## src/rtl/gpio_irq_ctrl.sv

```systemverilog
module gpio_irq_ctrl #(
  parameter int NGROUPS = 2,
  parameter int PINS    = 8
) (
  input  logic                     clk,
  input  logic                     rst_n,
  input  logic [NGROUPS*PINS-1:0]  pins,
  input  logic                     bus_wr,
  input  logic [11:0]              bus_addr,
  input  logic [31:0]              bus_wdata,
  output logic [31:0]              bus_rdata,
  output logic                     irq
);
  localparam int NB = NGROUPS * PINS;
  localparam logic [3:0] PG_CFG = 4'h7, PG_MSK = 4'h9, PG_PND = 4'hA, PG_STA = 4'hB;
  localparam logic [2:0] T_LOW = 3'd0, T_HIGH = 3'd1, T_FALL = 3'd2, T_RISE = 3'd3,
                         T_BOTH = 3'd4, T_OFF = 3'd7;

  logic [NB-1:0] s1, s2, prev, pend, mask_q, ev, clr, active;
  logic [NB-1:0][2:0] cfg;
  logic       st_valid;
  logic [7:0] st_grp, st_pin;

  wire [3:0] page    = bus_addr[11:8];
  wire [5:0] gsel    = bus_addr[7:2];
  wire       aligned = (bus_addr[1:0] == 2'b00);

  always_ff @(posedge clk or negedge rst_n)
    if (!rst_n) begin
      s1 <= '0; s2 <= '0; prev <= '0;
    end else begin
      s1 <= pins; s2 <= s1; prev <= s2;
    end

  for (genvar g = 0; g < NGROUPS; g++) begin : g_grp
    wire hit = bus_wr && aligned && (gsel == 6'(g));
    for (genvar p = 0; p < PINS; p++) begin : g_pin
      localparam int I = g * PINS + p;
      assign clr[I] = hit && (page == PG_PND) && bus_wdata[p];

      always_comb
        case (cfg[I])
          T_LOW:   ev[I] = ~s2[I];
          T_HIGH:  ev[I] = s2[I];
          T_FALL:  ev[I] = prev[I] & ~s2[I];
          T_RISE:  ev[I] = ~prev[I] & s2[I];
          T_BOTH:  ev[I] = prev[I] ^ s2[I];
          default: ev[I] = 1'b0;
        endcase

      always_ff @(posedge clk or negedge rst_n)
        if (!rst_n) begin
          cfg[I]    <= T_OFF;
          mask_q[I] <= 1'b1;
          pend[I]   <= 1'b0;
        end else begin
          if (hit && page == PG_CFG) cfg[I] <= bus_wdata[4*p +: 3];
          if (hit && page == PG_MSK) mask_q[I] <= bus_wdata[p];
          pend[I] <= (pend[I] & ~clr[I]) | ev[I];
        end
    end
  end

  assign active = pend & ~mask_q;
  assign irq    = |active;

  always_comb begin
    st_valid = 1'b0;
    st_grp   = '0;
    st_pin   = '0;
    for (int g = 0; g < NGROUPS; g++)
      for (int p = 0; p < PINS; p++)
        if (active[g*PINS+p]) begin
          st_valid = 1'b1;
          st_grp   = 8'(g);
          st_pin   = 8'(p);
        end
  end

  always_comb begin
    bus_rdata = '0;
    if (aligned) begin
      for (int g = 0; g < NGROUPS; g++)
        if (gsel == 6'(g))
          for (int p = 0; p < PINS; p++)
            case (page)
              PG_CFG:  bus_rdata[4*p +: 3] = cfg[g*PINS+p];
              PG_MSK:  bus_rdata[p]        = mask_q[g*PINS+p];
              PG_PND:  bus_rdata[p]        = pend[g*PINS+p];
              default: ;
            endcase
      if (page == PG_STA && gsel == 6'd0)
        bus_rdata = {st_valid, 15'b0, st_grp, st_pin};
    end
  end
endmodule

```

## config.mk

```make
export PLATFORM = sky130hd
export DESIGN_NAME = gpio_irq_ctrl
export DESIGN_NICKNAME = d
export VERILOG_FILES = /design/src/rtl/gpio_irq_ctrl.sv
export SDC_FILE = /design/constraint.sdc
export NUM_CORES = 1
export LEC_CHECK = 0
export BUFFER_PORTS_ARGS = -buffer_cell sky130_fd_sc_hd__buf_4
export CAP_MARGIN = 20
export CORE_MARGIN = 1
export CORE_UTILIZATION = 45
export CTS_BUF_LIST = sky130_fd_sc_hd__clkbuf_4
export DETAILED_ROUTE_END_ITERATION = 10
export PLACE_DENSITY = 0.74
export SLEW_MARGIN = 25
export SYNTH_ARGS = -nofsm -noshare
export SYNTH_HDL_FRONTEND = slang
export SYNTH_SLANG_ARGS = --single-unit
```

## constraint.sdc

```tcl
create_clock -name clk -period 2.6 [get_ports clk]
set_clock_uncertainty 0.1 [all_clocks]
set_input_delay 0.52 -clock clk [delete_from_list [all_inputs] [get_ports clk]]
set_output_delay 0.52 -clock clk [all_outputs]
set_load 0.01 [all_outputs]
```

==> impl_results.md, run 1 <==
* I/O pins at 96
* Row count at 43
* Share of flip-flops with an asynchronous set or reset at 100%
* Commonest cells after routing, fill and taps aside: buf_4, dfstp_2, dfrtp_1
* Post-synth EDFFs at 0
* CP cell instances: buf_6 -> or4_4 -> buf_6 -> nor3_4 -> buf_6 -> buf_8 -> a22o_1 -> a22oi_1 -> nor2_1 -> buf_4
* Commonest non-fill, non-tap cell in the layout: buf_4
* Status: finished with violations
* Vias in the first global route at 5539
* R2R setup slack at 1140 ps
* Inserted Clock Buffers at 17
* Fmax at 345 MHz
* DR WL/cell at 18.9 µm
* 1st-iter DRT viols at 276
* Final min period at 2900 ps
* Clk buf depth at 2
* CP dominant cell by count: buf_6
* Routed Wire Length at between 15000 and 20000 µm
* Crit path from: bus_addr[7]
* Via Count at 5430
* Post-layout nets at 855
* YS warnings at 0
* Chip Width at 123 µm
* WP data required at 1980 ps
* Antenna violations before repair at 1
* Port bufs at between 80 and 90
* Clk pin slew, worst setup/hold paths at 120 ps
* CP endpoint kind: output pin
* Post-Place Worst Slack at -335 ps
* R2R Path Start: s2[6]$_DFF_PN0_
* Crit Path Class: in2out
* Crit-path max FO at 6
* Vias per cell at 5.70
* DRC viols at 0
* Synthesized area per cell at 11.1 µm²
* Synthesis-to-layout area growth at 36.6%
* Startpoint Class: primary input
* Core Util, Final at about 64%
* Slowest cell on crit path: or4_4
* Reg2reg path depth at 7
* Slowest stage delay, CP at just under 600 ps
* Core box area at 14100 µm²
* First-pass GRT wire length at about 28000 µm
* Area of the die at 15200 µm²
* Drt first pass iters at 5
* H-tree depth at 4
* Final WS setup at -296 ps
* Max Slew Vio Count at 0
* Final setup viols at 27
* Hold Vio Cnt, Final at 0
* Initial Util at 47.0%
* Area of the mapped netlist at 6620 µm²
* Layout cells sized above 1 at 48.4%
* Clock sinks at 128
* Placer Congestion at 0.916
* Slew @ Worst Pin at 516 ps
* GRT overflow at 0
* Largest net degree at the start of global routing at 41
* Fillcell total at 1062
* Post-route ant nets at 0
* TritonCTS clock tree: built
* Flops & latches, synth at 128
* HP Class: in2reg
* PwrDens at 410 nW/µm²
* Final worst-path cycle share at 111%
* GRT Util Overall at 25.1%
* Die height at about 120 µm
* Top FF cell, synth: dfstp_2
* Failing checks: negative setup slack
* Register area share after synthesis at 49.6%
* Cell count after synthesis at 595
* Root Driver: clkbuf_4
* Crit Reg-Reg Endpoint: pend[6]$_DFF_PN0_
* Slew Limit Headroom at 65.6%
* Setup crit end: bus_rdata[7]
* RSZ-0062 raised after global routing: true
* Clock latency on the worst-skew pair at roughly 550 ps
* Leakage at 3.93 nW
* Cell variety after synth at 55
* Reported max-cap violation count at 0
* DP HPWL at between 10000 and 15000 µm
* VDD IR max at 0.000352 V
* CP arrival at 2280 ps
## metal layers
layer	track usage, %	wire length, µm	share of wire [%]
met1	30.4	7340	41
met5	0	0	0
met3	6.23	1170	6.5
met4	13.6	607	3.4
met2	41.3	8890	49
## per-stage QoR
stage	setup TNS, ps	hold slack, ps	area, µm²	power (W)	instances
global placement	-11370	231	7830	0.00239	885
detailed placement	-12140	235	7830	0.00241	885
global route	-7100	64.6	9040	0.00388	953
floorplan	-482	124	6670	0.00223	599
CTS	-6390	53.6	8830	0.00373	950
finish	-5480	107	9040	0.00370	953
## synth_stat cells (all sizes together) (3+ instances only)
cell	n	area, µm²
xor2	4	35.0
a22o	11	96.3
nand2	24	90.1
mux2	53	597
buf	18	115
xnor2	11	96.3
o211ai	12	90.1
a211oi	3	22.5
o311ai	14	123
dfrtp	64	1600
a21oi	10	50.1
inv	62	233
nor2	33	131
clkbuf	8	31.3
nand2b	12	75.1
o22ai	10	62.6
nor2b	14	87.6
o21ai	47	235
dfstp	64	1680
ha	32	400
a22oi	24	180
nand3	4	30.0
mux2i	27	270
## final cells by class
type / count / area, µm² / area share, %
flip-flops and latches: 128 / 3280 / 36.3
inverters: 62 / 233 / 2.57
diodes: 1 / 2.50 / 0.0277
repair buffers: 168 / 1620 / 17.9
multi-input cells: 383 / 3430 / 37.9
well taps: 180 / 225 / 2.49
clock inverters: 13 / 123 / 1.36
clock buffers: 18 / 135 / 1.49
## registers in the layout, indices dropped and copies added (netlist names)
name,cells
cfg,48
mask_q,16
pend,16
prev,16
s1,16
s2,16
## what timing repair did
item                       in CTS  in global routing
setup endpoints to repair      28                 28
pin swaps                      19                 33
hold endpoints to repair       33                  0
hold buffers                   17                  0
cloned                          3                  2
gates resized for setup        86                 43
buffers inserted               14                  2
## cell families after synthesis
logic type | share of synthesized area [%]
other | 0.0566
AO/OA/AOI/OAI | 14.9
adder cells (fa/ha/maj) | 6.05
AND/OR/NAND/NOR | 8.60
buffers and inverters | 5.73
XOR/XNOR | 1.98
multiplexers | 13.1
flip-flops | 49.6
## how the worst min path moves through the flow
stage                    startpoint                  end  cells after the start
finish                 bus_wdata[8]  cfg[30]$_DFFE_PN1P_                      2
global route          bus_wdata[29]  cfg[22]$_DFFE_PN1P_                      2
CTS                   bus_wdata[30]  cfg[23]$_DFFE_PN1P_                      2
detailed placement  s1[0]$_DFF_PN0_      s2[0]$_DFF_PN0_                      0
global placement    s1[0]$_DFF_PN0_      s2[0]$_DFF_PN0_                      0
floorplan                     rst_n    pend[0]$_DFF_PN0_                      0
## power by group
group	switching [W]	internal (W)	leakage, nW	total [W]
logic	0.000183	0.000180	2.43	0.000363
registers	0.0000329	0.00204	1.36	0.00207
clock network	0.000709	0.000558	0.136	0.00127
total	0.000924	0.00278	3.93	0.00370
## critical path, delay by kind of cell
| kind | cells | cell delay, ps |
|---|---|---|
| AO/OA/AOI/OAI | 2 | 240 |
| buffers and inverters | 5 | 700 |
| AND/OR/NAND/NOR | 3 | 810 |
No activity file was read; power rests on OpenSTA's default activity.
==> run 2, diff against run 1 <==
- RECOVER_POWER: unset -> 50
==> run 2 against run 1 <==
- wire length is essentially flat
- core utilization shrank 0.18 points
- non-clock buffer count did not move
- global-route usage unchanged
- largest power group unchanged
- die area did not move
- first-iteration DRC count grew 18%
- register-to-register slack barely moved
- total power about the same
- the flow still finishes with violations (negative setup slack)
- sequential power about the same
==> impl_results.md, run 2 (synthesis results as in run 1) <==
* Status: finished with violations
* Failing checks: negative setup slack
* H-tree depth at 4
* Hold WS at 101 ps
* CP cell instances: buf_6 -> or4_4 -> buf_6 -> nor3_4 -> buf_6 -> buf_8 -> a22o_1 -> a22oi_1 -> nor2_1 -> buf_4
* Cell family with most CP delay: simple AND/OR/NAND/NOR gates
* Final min period at around 2900 ps
* Fmax at 344 MHz
* Synthesis-to-layout area growth at 36.2%
* Initial Util at 47.0%
* Drt first pass iters at 5
* Clk pin slew, worst setup/hold paths at 120 ps
* Clock sinks at 128
* Setup TNS at -5460 ps
* CP dominant cell by count: buf_6
* DRC viols at 0
* GRT Util Overall at around 25%
* Final setup viols at 27
* Max reg flops at 48
* 1st-iter DRT viols at 325
* I/O pins at 96
* Chip Width at 123 µm
* Reg2reg path depth at 7
* Post-DP Area at slightly below 8000 µm²
* Routed Wire Length at 18000 µm
* Top Layer Used: met4
* Port bufs at 84
* Slowest stage delay, CP at between 500 and 600 ps
* Crit Path Class: in2out
* Vias per cell at around 5.7
* Slowest cell on crit path: or4_4
* Max Slew Vio Count at 0
* HP Class: in2reg
* Met2 Routed Length at 8870 µm
* PwrDens at 411 nW/µm²
* Inserted Clock Buffers at 17
* Leakage at 3.91 nW
* Die height at 123 µm
* Final WS setup at -304 ps
* Slew @ Worst Pin at ~1000 ps
* Placed Cells at 885
* Post-route ant nets at 0
* Clk buf depth at 2
* Largest net degree at the start of global routing at 41
* Routed length on met3 at 1160 µm
* R2R Path Start: s2[6]$_DFF_PN0_
* Hold path cells at 2
* DP HPWL at 12100 µm
* Hold Vio Cnt, Final at 0
* Crit Reg-Reg Endpoint: pend[6]$_DFF_PN0_
* Vias in the first global route at 5539
* Largest Register: cfg
* Commonest cells after routing, fill and taps aside: buf_4, dfstp_2, dfrtp_1
* Min-Delay Endpoint: cfg[30]$_DFFE_PN1P_
* Clock latency on the worst-skew pair at roughly 560 ps
* Placer Congestion at 0.916
* VDD IR max at 0.000352 V
* Crit-path max FO at 6
* GRT overflow at 0
* CP arrival at 2280 ps
* Antenna violations before repair at 1
* Buf/Inv on CP at 5
* Commonest non-fill, non-tap cell in the layout: buf_4
* Row count at 43
* WP data required at 1980 ps
* Layout cells sized above 1 at 48.2%
* CP endpoint kind: output pin
* DR WL/cell at ~19 µm
* Final worst-path cycle share at 112%
* TritonCTS clock tree: built
* First-pass GRT wire length at 28200 µm
* Reported max-cap violation count at 0
* Min-delay src: bus_wdata[8]
* Core box area at 14100 µm²
* Metal-1 WL at between 7000 and 8000 µm
* RSZ-0062 raised after global routing: true
* Post-layout nets at ~860
* R2R setup slack at about 1100 ps
* Root Driver: clkbuf_4
* Final instance area at around 9000 µm²
* Via Count at 5419
* Slew Limit Headroom at about a third
* Area of the die at 15200 µm²
* Startpoint Class: primary input
* Layout Cells excl Fill at 953
run 2: how the worst max path moves through the flow:
stage | startpoint | end | slack [ps] | cells past startpoint
2_1_floorplan | bus_addr[3] | bus_rdata[0] | -40 | 5
3_3_place_gp | bus_addr[3] | bus_rdata[0] | -320 | 9
3_5_place_dp | bus_addr[3] | bus_rdata[20] | -340 | 8
4_1_cts | bus_addr[3] | bus_rdata[18] | -290 | 10
5_1_grt | bus_addr[7] | bus_rdata[7] | -370 | 10
6_report | bus_addr[7] | bus_rdata[7] | -300 | 10
run 2: metal layers:
| layer | vias to the layer above | GRT usage, % |
|---|---|---|
| met1 | 2720 | 30.4 |
| met4 | 0 | 13.6 |
| li1 | 2443 | - |
| met5 | - | 0 |
| met3 | 53 | 6.23 |
| met2 | 203 | 41.3 |
run 2: layout make-up:
cell class / instances / area (µm²)
diodes: 1 / 2.50
clock buffers: 18 / 135
clock inverters: 13 / 123
fillers: 1065 / 5080
inverters: 62 / 233
multi-input cells: 383 / 3430
flip-flops and latches: 128 / 3280
well taps: 180 / 225
repair buffers: 168 / 1590
run 2: power by group:
part	internal, W	leakage (nW)	switching (W)
Sequential	0.00204	1.36	0.0000329
Combinational	0.000174	2.42	0.000182
Clock	0.000558	0.136	0.000714
run 2: worst reg2reg max path: cells and delay by family (launching register included):
kind	cells	cell delay [ps]
compound gates	2	290
buf+inv	1	60
fa+ha+maj	1	270
simple gates	3	190
flops	1	430
run 2: stage by stage:
stage | setup slack [ps] | total power (W) | util (%)
floorplan | -42.5 | 0.00223 | -
global placement | -317 | 0.00239 | 55.5
detailed placement | -335 | 0.00241 | 55.5
CTS | -295 | 0.00373 | 62.6
global route | -369 | 0.00387 | 64.0
finish | -304 | 0.00370 | 64.0
run 2: timing repair:
item	in CTS	in global routing
setup buffers	14	2
cloned	3	2
pin swaps	19	33
hold endpoints to repair	33	0
resized for setup	86	43
hold buffers	17	0
setup endpoints to repair	28	28
